**config.mk**
```make
export PLATFORM = sky130hd
export DESIGN_NAME = lvl_integ_filter
export DESIGN_NICKNAME = d
export VERILOG_FILES = /design/src/rtl/lvl_filt_pkg.sv /design/src/rtl/lvl_sync_chain.sv /design/src/rtl/lvl_sat_counter.sv /design/src/rtl/lvl_integ_filter.sv
export SDC_FILE = /design/constraint.sdc
export NUM_CORES = 1
export LEC_CHECK = 0
export BUFFER_PORTS_ARGS = -buffer_cell sky130_fd_sc_hd__buf_2
export CORE_AREA = 2 2 42 44
export CTS_CLUSTER_SIZE = 25
export DETAILED_ROUTE_END_ITERATION = 16
export DIE_AREA = 0 0 44 46
export PLACE_DENSITY = 0.8
export SYNTH_ARGS = -nofsm -noshare
export SYNTH_HDL_FRONTEND = slang
export SYNTH_SLANG_ARGS = --single-unit
export TNS_END_PERCENT = 20
```
**constraint.sdc**
```tcl
create_clock -name clk -period 5.8 [get_ports clk]
set_input_delay 0.29 -clock clk [delete_from_list [all_inputs] [get_ports clk]]
set_output_delay 0.29 -clock clk [all_outputs]
set_load 0.1 [all_outputs]
```
**src/rtl/lvl_filt_pkg.sv**
```systemverilog
package lvl_filt_pkg;

  // Default integrator width: 2^(W-1) ticks to cross the output threshold
  parameter int unsigned LF_CNT_W_DEF  = 10;
  // Default synchronizer depth
  parameter int unsigned LF_SYNC_N_DEF = 2;

  // Step direction chosen by the synchronized level
  typedef enum logic {
    LF_DIR_DOWN = 1'b0,
    LF_DIR_UP   = 1'b1
  } lf_dir_e;

endpackage

```
**src/rtl/lvl_sync_chain.sv**
```systemverilog
module lvl_sync_chain #(
  parameter int unsigned STAGES = lvl_filt_pkg::LF_SYNC_N_DEF
) (
  input  logic clk,
  input  logic rst_n,
  input  logic d_i,
  output logic q_o
);

  logic [STAGES-1:0] stg_q;
  logic [STAGES-1:0] stg_d;

  always_comb begin
    stg_d = {stg_q[STAGES-2:0], d_i};
  end

  always_ff @(posedge clk or negedge rst_n) begin
    if (!rst_n) begin
      stg_q <= '0;
    end else begin
      stg_q <= stg_d;
    end
  end

  assign q_o = stg_q[STAGES-1];


  sync_delay_chk: assert property (@(posedge clk) disable iff (!rst_n)
    q_o == $past(stg_q[STAGES-2]));

  initial begin

    sync_depth_chk: assert (STAGES >= 2);
  end

endmodule

```
**src/rtl/lvl_sat_counter.sv**
```systemverilog
module lvl_sat_counter
  import lvl_filt_pkg::*;
#(
  parameter int unsigned CNT_W = LF_CNT_W_DEF
) (
  input  logic    clk,
  input  logic    rst_n,
  input  logic    tick_en_i,
  input  lf_dir_e dir_i,
  output logic    msb_o
);

  localparam logic [CNT_W-1:0] CNT_MAX = {CNT_W{1'b1}};
  localparam logic [CNT_W-1:0] CNT_MIN = {CNT_W{1'b0}};
  localparam logic [CNT_W-1:0] CNT_ONE = {{(CNT_W-1){1'b0}}, 1'b1};

  logic [CNT_W-1:0] cnt_q;
  logic [CNT_W-1:0] cnt_d;
  logic             at_top;
  logic             at_bot;

  always_comb begin
    at_top = (cnt_q == CNT_MAX);
    at_bot = (cnt_q == CNT_MIN);
  end

  // Next-state: step once per tick, clamp at both rails
  always_comb begin
    cnt_d = cnt_q;
    if (tick_en_i) begin
      if (dir_i == LF_DIR_UP) begin
        if (!at_top) cnt_d = cnt_q + CNT_ONE;
      end else begin
        if (!at_bot) cnt_d = cnt_q - CNT_ONE;
      end
    end
  end

  always_ff @(posedge clk or negedge rst_n) begin
    if (!rst_n) begin
      cnt_q <= CNT_MIN;
    end else begin
      cnt_q <= cnt_d;
    end
  end

  assign msb_o = cnt_q[CNT_W-1];


  hold_chk: assert property (@(posedge clk) disable iff (!rst_n)
    !tick_en_i |=> $stable(cnt_q));


  up_mono_chk: assert property (@(posedge clk) disable iff (!rst_n)
    (tick_en_i && dir_i == LF_DIR_UP) |=> cnt_q >= $past(cnt_q));


  down_mono_chk: assert property (@(posedge clk) disable iff (!rst_n)
    (tick_en_i && dir_i == LF_DIR_DOWN) |=> cnt_q <= $past(cnt_q));


  no_overflow_chk: assert property (@(posedge clk) disable iff (!rst_n)
    (tick_en_i && dir_i == LF_DIR_UP && at_top) |=> at_top);


  no_underflow_chk: assert property (@(posedge clk) disable iff (!rst_n)
    (tick_en_i && dir_i == LF_DIR_DOWN && at_bot) |=> at_bot);


  unit_step_chk: assert property (@(posedge clk) disable iff (!rst_n)
    (cnt_q == $past(cnt_q)) || (cnt_q == $past(cnt_q) + CNT_ONE) ||
    (cnt_q == $past(cnt_q) - CNT_ONE));

endmodule

```
**src/rtl/lvl_integ_filter.sv**
```systemverilog
module lvl_integ_filter
  import lvl_filt_pkg::*;
#(
  parameter int unsigned CNT_W   = LF_CNT_W_DEF,
  parameter int unsigned SYNC_N  = LF_SYNC_N_DEF
) (
  input  logic clk,
  input  logic rst_n,
  input  logic tick_en_i,
  input  logic raw_lvl_i,
  output logic filt_lvl_o
);

  logic    lvl_sync;
  lf_dir_e step_dir;

  lvl_sync_chain #(
    .STAGES (SYNC_N)
  ) u_sync (
    .clk   (clk),
    .rst_n (rst_n),
    .d_i   (raw_lvl_i),
    .q_o   (lvl_sync)
  );

  always_comb begin
    step_dir = lvl_sync ? LF_DIR_UP : LF_DIR_DOWN;
  end

  lvl_sat_counter #(
    .CNT_W (CNT_W)
  ) u_integ (
    .clk       (clk),
    .rst_n     (rst_n),
    .tick_en_i (tick_en_i),
    .dir_i     (step_dir),
    .msb_o     (filt_lvl_o)
  );


  out_hold_chk: assert property (@(posedge clk) disable iff (!rst_n)
    !tick_en_i |=> $stable(filt_lvl_o));


  out_follow_chk: assert property (@(posedge clk) disable iff (!rst_n)
    $rose(filt_lvl_o) |-> $past(lvl_sync));


  out_drop_chk: assert property (@(posedge clk) disable iff (!rst_n)
    $fell(filt_lvl_o) |-> !$past(lvl_sync));

endmodule

```
# After elaboration in Yosys (flattened, before gate mapping)
# Index checks and enable logic that the tools add are counted.
[word_totals]
regBits = 12
inputBits = 4
out_inout_bits = 1
elab_cells = 13
[op_classes]
n_addsub = 2
n_eq_ne = 3
n_mux = 4
n_reduce_logical = 2
[ops]
columns = ["op", "n"]
rows = [
  ["2-to-1 mux 10 bit", 3],
  ["adder 10 x 1 -> 10 bit, second input constant", 1],
  ["equality test 10 bit, second input constant", 1],
  ["logical NOT 10 bit", 1],
  ["subtractor 10 x 1 -> 10 bit, second input constant", 1],
  ["!= test 2 bit, second input constant", 2],
  ["AND reduction 3 bit", 1],
  ["2-to-1 mux 1 bit", 1],
]

# Depth between registers and ports, before layout
[logic_depth]
ltp_word = 3
mapped_depth = 7
ltp_nobuf = 7

# Hierarchy
# A second synthesis with hierarchy kept.
[hier_totals]
cells_unflattened = 88
area_unflattened_um2 = 927.1
[by_module_without_submodules]
columns = ["mod", "n_inst", "cells_each", "area_per_inst_um2", "seq_area_each_um2"]
rows = [
  ["lvl_sat_counter", 1, 86, 877.1, 250.2],
  ["lvl_sync_chain", 1, 2, 50.0, 50.0],
]

# Worst setup path before layout
# No wires, ideal clock.
[synth_timing]
path_type = "reg2reg"
startpoint = "register u_sync.stg_q[1]"
endpoint = "register u_integ.cnt_q[7]"
setup_ns = 0.086
t_arrival_ns = 2.089
required_time_ns = 5.714
setup_slack_ns = 3.626
stages_incl_launch_ff = 8
path_buffers = 0
synth_period_minus_slack_ns = 2.174
cell_sequence = "dfrtp_1 > inv_1 > ha_1 > a21o_1 > a21oi_1 > a21boi_0 > or4b_1 > a32oi_1"
[synth_via]
elab_chain_len = 3
word_cells_on_any_way = 5
classes_between = "eq/ne: 2; mux: 2; reduce/logical: 1"
[synth_lines]
columns = ["element", "line_no", "source"]
rows = [
  ["start: declaration", "lvl_sync_chain.sv:10", "logic [STAGES-1:0] stg_q;"],
  ["start signal: assignment", "lvl_sync_chain.sv:21", "stg_q <= stg_d;"],
  ["2-to-1 mux 1 bit (*)", "lvl_integ_filter.sv:27", "step_dir = lvl_sync ? LF_DIR_UP : LF_DIR_DOWN;"],
  ["!= test 2 bit (no source line)", "--", ""],
  ["AND reduction 3 bit (no source line)", "--", ""],
  ["end signal: assignment", "lvl_sat_counter.sv:43", "cnt_q <= cnt_d;"],
  ["end: declaration", "lvl_sat_counter.sv:17", "logic [CNT_W-1:0] cnt_q;"],
]
# Mark *: on every way between the ends. The rest lies on a longest branch, timed or not.
# A chain may end at the register's enable or synchronous reset.

# Final worst setup path
# Ends and elaborated chain as after synthesis.

==> out/qor_table.md <==
| Item | Reported |
| --- | --- |
| Worst R2R Setup Slack | 3.29 ns |
| Number of diodes added for antenna fixing | 0 |
| Final hold vios | 0 |
| Post-CTS Repair Setup Buffers | 0 |
| Final wirelength | 2030 µm |
| Synth warn | 0 |
| Portion of the clock cycle consumed by the worst path in the final layout | 43.3% |
| Core region area | 1610 µm² |
| Count of maximum capacitance violations | 0 |
| Class of the worst hold path | primary input to register |
| Final min period | 2.51 ns |
| Number of enable-type register cells in the synthesized netlist | 0 |
| Residual antenna-violating net count after detailed routing | 0 |
| RSZ-0062 raised after global routing | false |
| Max Slew Vio Count | 0 |
| Vias per cell | 6.61 |
| Number of cells on the worst hold path | 1 |
| Number of antenna violations at the first check in global routing | 0 |
| Most common cell after layout, fill and taps aside | sky130_fd_sc_hd__o21ai_0 |
| Number of unique standard cell types used by synthesis | 37 |
| Clk sinks | 12 |
| First-pass GRT wire length | 3170 µm |
| Number of CTS-inserted buffers | 3 |
| Crit-path max FO | 9 |
| Synth Register Bits | 12 |
| Post-synthesis cell area | 927 µm² |
| Setup skew after layout | 0.00341 ns |
| Maximum number of buffers from clock root to sink | 2 |
| Maximum vdd drop | 0.207 mV |
| Post-Layout Inst Area | 1010 µm² |
| Worst Max-Slew Pin Slew | 0.481 ns |
| Top library cells by usage in the layout, fill and taps aside | sky130_fd_sc_hd__o21ai_0, sky130_fd_sc_hd__dfrtp_1, sky130_fd_sc_hd__ha_1 |
| Detailed placement HPWL | 1540 µm |
| CTS tree | built |
| PwrDens | 534 nW/µm² |
| Clock Root Buffer | sky130_fd_sc_hd__clkbuf_4 |
| Cell count after synthesis | 94 |
| Async set-or-reset flop fraction in the synthesized netlist | 100% |
| Layout-stage area growth over the synthesis result | 9.45% |
| Clk pin slew, worst setup/hold paths | 0.07 ns |
| Relative slew slack | 68.1% |
| Number of setup violations in the final report | 0 |
| Row count | 15 |
| Hold path startpoint | raw_lvl_i |
| Die Y-Extent | 46 µm |
| Share of final-layout standard cells stronger than drive strength 1 | 13.6% |
| Via count | 793 |
| Accumulated negative setup slack | 0 ns |
| Floorplan die width | 44 µm |
| Dominant register cell in the synthesized netlist | sky130_fd_sc_hd__dfrtp_1 |
| Cell area reported after detailed placement | 968 µm² |
| Count of pins on the block boundary | 5 |
| Reported leakage power | 0.471 nW |
| Maximum number of pins on one net before global-route repair | 13 |
| Required time of the critical path | 5.99 ns |
| Crit Reg-Reg Endpoint | u_integ.cnt_q[7] |
| CTS H-tree depth | 1 |
| Startpoint class of the critical path | register |
| Post-synthesis average cell area | 9.86 µm² |
| Number of iterations in the first detailed-routing pass | 4 |
| # port buffers | 4 |
| Vias in the first global route | 705 |
| Highest clock rate | 398 MHz |
| Clock Latency Late Sink | 0.27 ns |
| Total overflow reported by the global router | 0 |
| Critical path start-end classification | register to register |
| Part of the Yosys area used for sequential elements | 32.4% |
| Number of cells traversed by the worst register-to-register path | 7 |
| Worst Path Arrival | 2.70 ns |
| Number of nets in the finished design | 117 |
| FF-to-FF Start | u_sync.stg_q[1] |
| Number of design rule violations left after detail routing | 0 |
| Result of the run | finished clean |
| Placer Congestion | 0.905 |
| Die ar. | 2020 µm² |
| Worst-case setup slack after placement | 3.41 ns |
| Average wire per standard cell | 16.9 µm |
| Worst Slack Setup Final | 3.29 ns |
| Count of routing violations after the opening detailed-route iteration | 34 |
| Category of the worst setup path capture point | register |
| Total nets after synthesis | 107 |
| Initial core utilization | 57.4% |
| Hold Path End | u_sync.stg_q[0] |
| Overall routing resource usage | 21.7% |
kinds of logic (layout without fill, tap and decap cells):
| group | Yosys count | count (layout) | share of synthesized area (%) |
|---|---|---|---|
| multiplexers | 1 | 1 | 1.62 |
| adder cells (fa/ha/maj) | 9 | 9 | 13.0 |
| flip-flops | 12 | 12 | 32.4 |
| AO/OA/AOI/OAI | 37 | 37 | 27.4 |
| buffers and inverters | 6 | 15 | 2.43 |
| XOR/XNOR | 5 | 5 | 4.72 |
| AND/OR/NAND/NOR | 24 | 24 | 18.5 |
synthesized netlist by cell type (3+ instances only):
| library cell | number | share of area (%) |
|---|---|---|
| sky130_fd_sc_hd__a21o_1 | 7 | 5.7 |
| sky130_fd_sc_hd__a21oi_1 | 4 | 2.2 |
| sky130_fd_sc_hd__dfrtp_1 | 12 | 32 |
| sky130_fd_sc_hd__ha_1 | 8 | 11 |
| sky130_fd_sc_hd__inv_1 | 5 | 2.0 |
| sky130_fd_sc_hd__nand4_1 | 3 | 2.0 |
| sky130_fd_sc_hd__o21ai_0 | 13 | 7.0 |
| sky130_fd_sc_hd__xor2_1 | 3 | 2.8 |
cell type report:
type | instances | area, µm²
Clock buffer | 4 | 36.3
Fill cell | 131 | 599
Inverter | 6 | 22.5
Multi-Input combinational cell | 76 | 604
Sequential cell | 12 | 300
Tap cell | 17 | 21.3
Timing Repair Buffer | 5 | 30.0
where the power goes:
group          switching [mW]  internal (mW)
Combinational           0.180          0.132
Sequential             0.0439          0.120
Clock                  0.0263         0.0381
Total                   0.251          0.291
per-stage QoR:
stage	hold WS [ns]	total power, mW	instances	util, %
after global placement	0.174	0.459	115	60.0
after CTS	0.126	0.537	120	62.9
final	0.128	0.541	120	62.9
after detailed placement	0.175	0.471	115	60.0
after global routing	0.128	0.581	120	62.9
after floorplan	-0.00559	0.403	94	-
timing repair:
action                                  4_1_cts  5_1_grt
resized for setup                             0        0
endpoints found under the hold margin        12        0
endpoints found under the setup margin        0        0
hold buffers                                  1        0
flip-flops by register name, summed over array words and instances, names as in the netlist:
signal and count:
u_sync.stg_q 2, u_integ.cnt_q 10
critical path, stage by stage, from the launching register on:
cell,delay [ns]
sky130_fd_sc_hd__dfrtp_1,0.49
sky130_fd_sc_hd__inv_1,0.22
sky130_fd_sc_hd__ha_1,0.41
sky130_fd_sc_hd__a21o_1,0.18
sky130_fd_sc_hd__a21oi_1,0.27
sky130_fd_sc_hd__a21boi_0,0.17
sky130_fd_sc_hd__or4b_1,0.50
sky130_fd_sc_hd__a32oi_1,0.19
how the worst max path moves through the flow:
stage	start	to	slack, ns	depth (start not counted)
2_1_floorplan	u_sync.stg_q[1]	u_integ.cnt_q[7]	3.63	7
3_3_place_gp	u_sync.stg_q[1]	u_integ.cnt_q[7]	3.50	7
3_5_place_dp	u_sync.stg_q[1]	u_integ.cnt_q[7]	3.41	7
4_1_cts	u_sync.stg_q[1]	u_integ.cnt_q[7]	3.38	7
5_1_grt	u_sync.stg_q[1]	u_integ.cnt_q[7]	3.14	7
6_report	u_sync.stg_q[1]	u_integ.cnt_q[7]	3.29	7
metal layers:
layer  vias up  wire length [µm]  GRT usage (%)
met4         0                22           9.09
met5         -                 0              0
met1       386               890           28.4
li1        379                 -              -
met3         2               122           3.17
met2        26               996           35.6
Note: power is estimated with default switching activity, not from simulation.
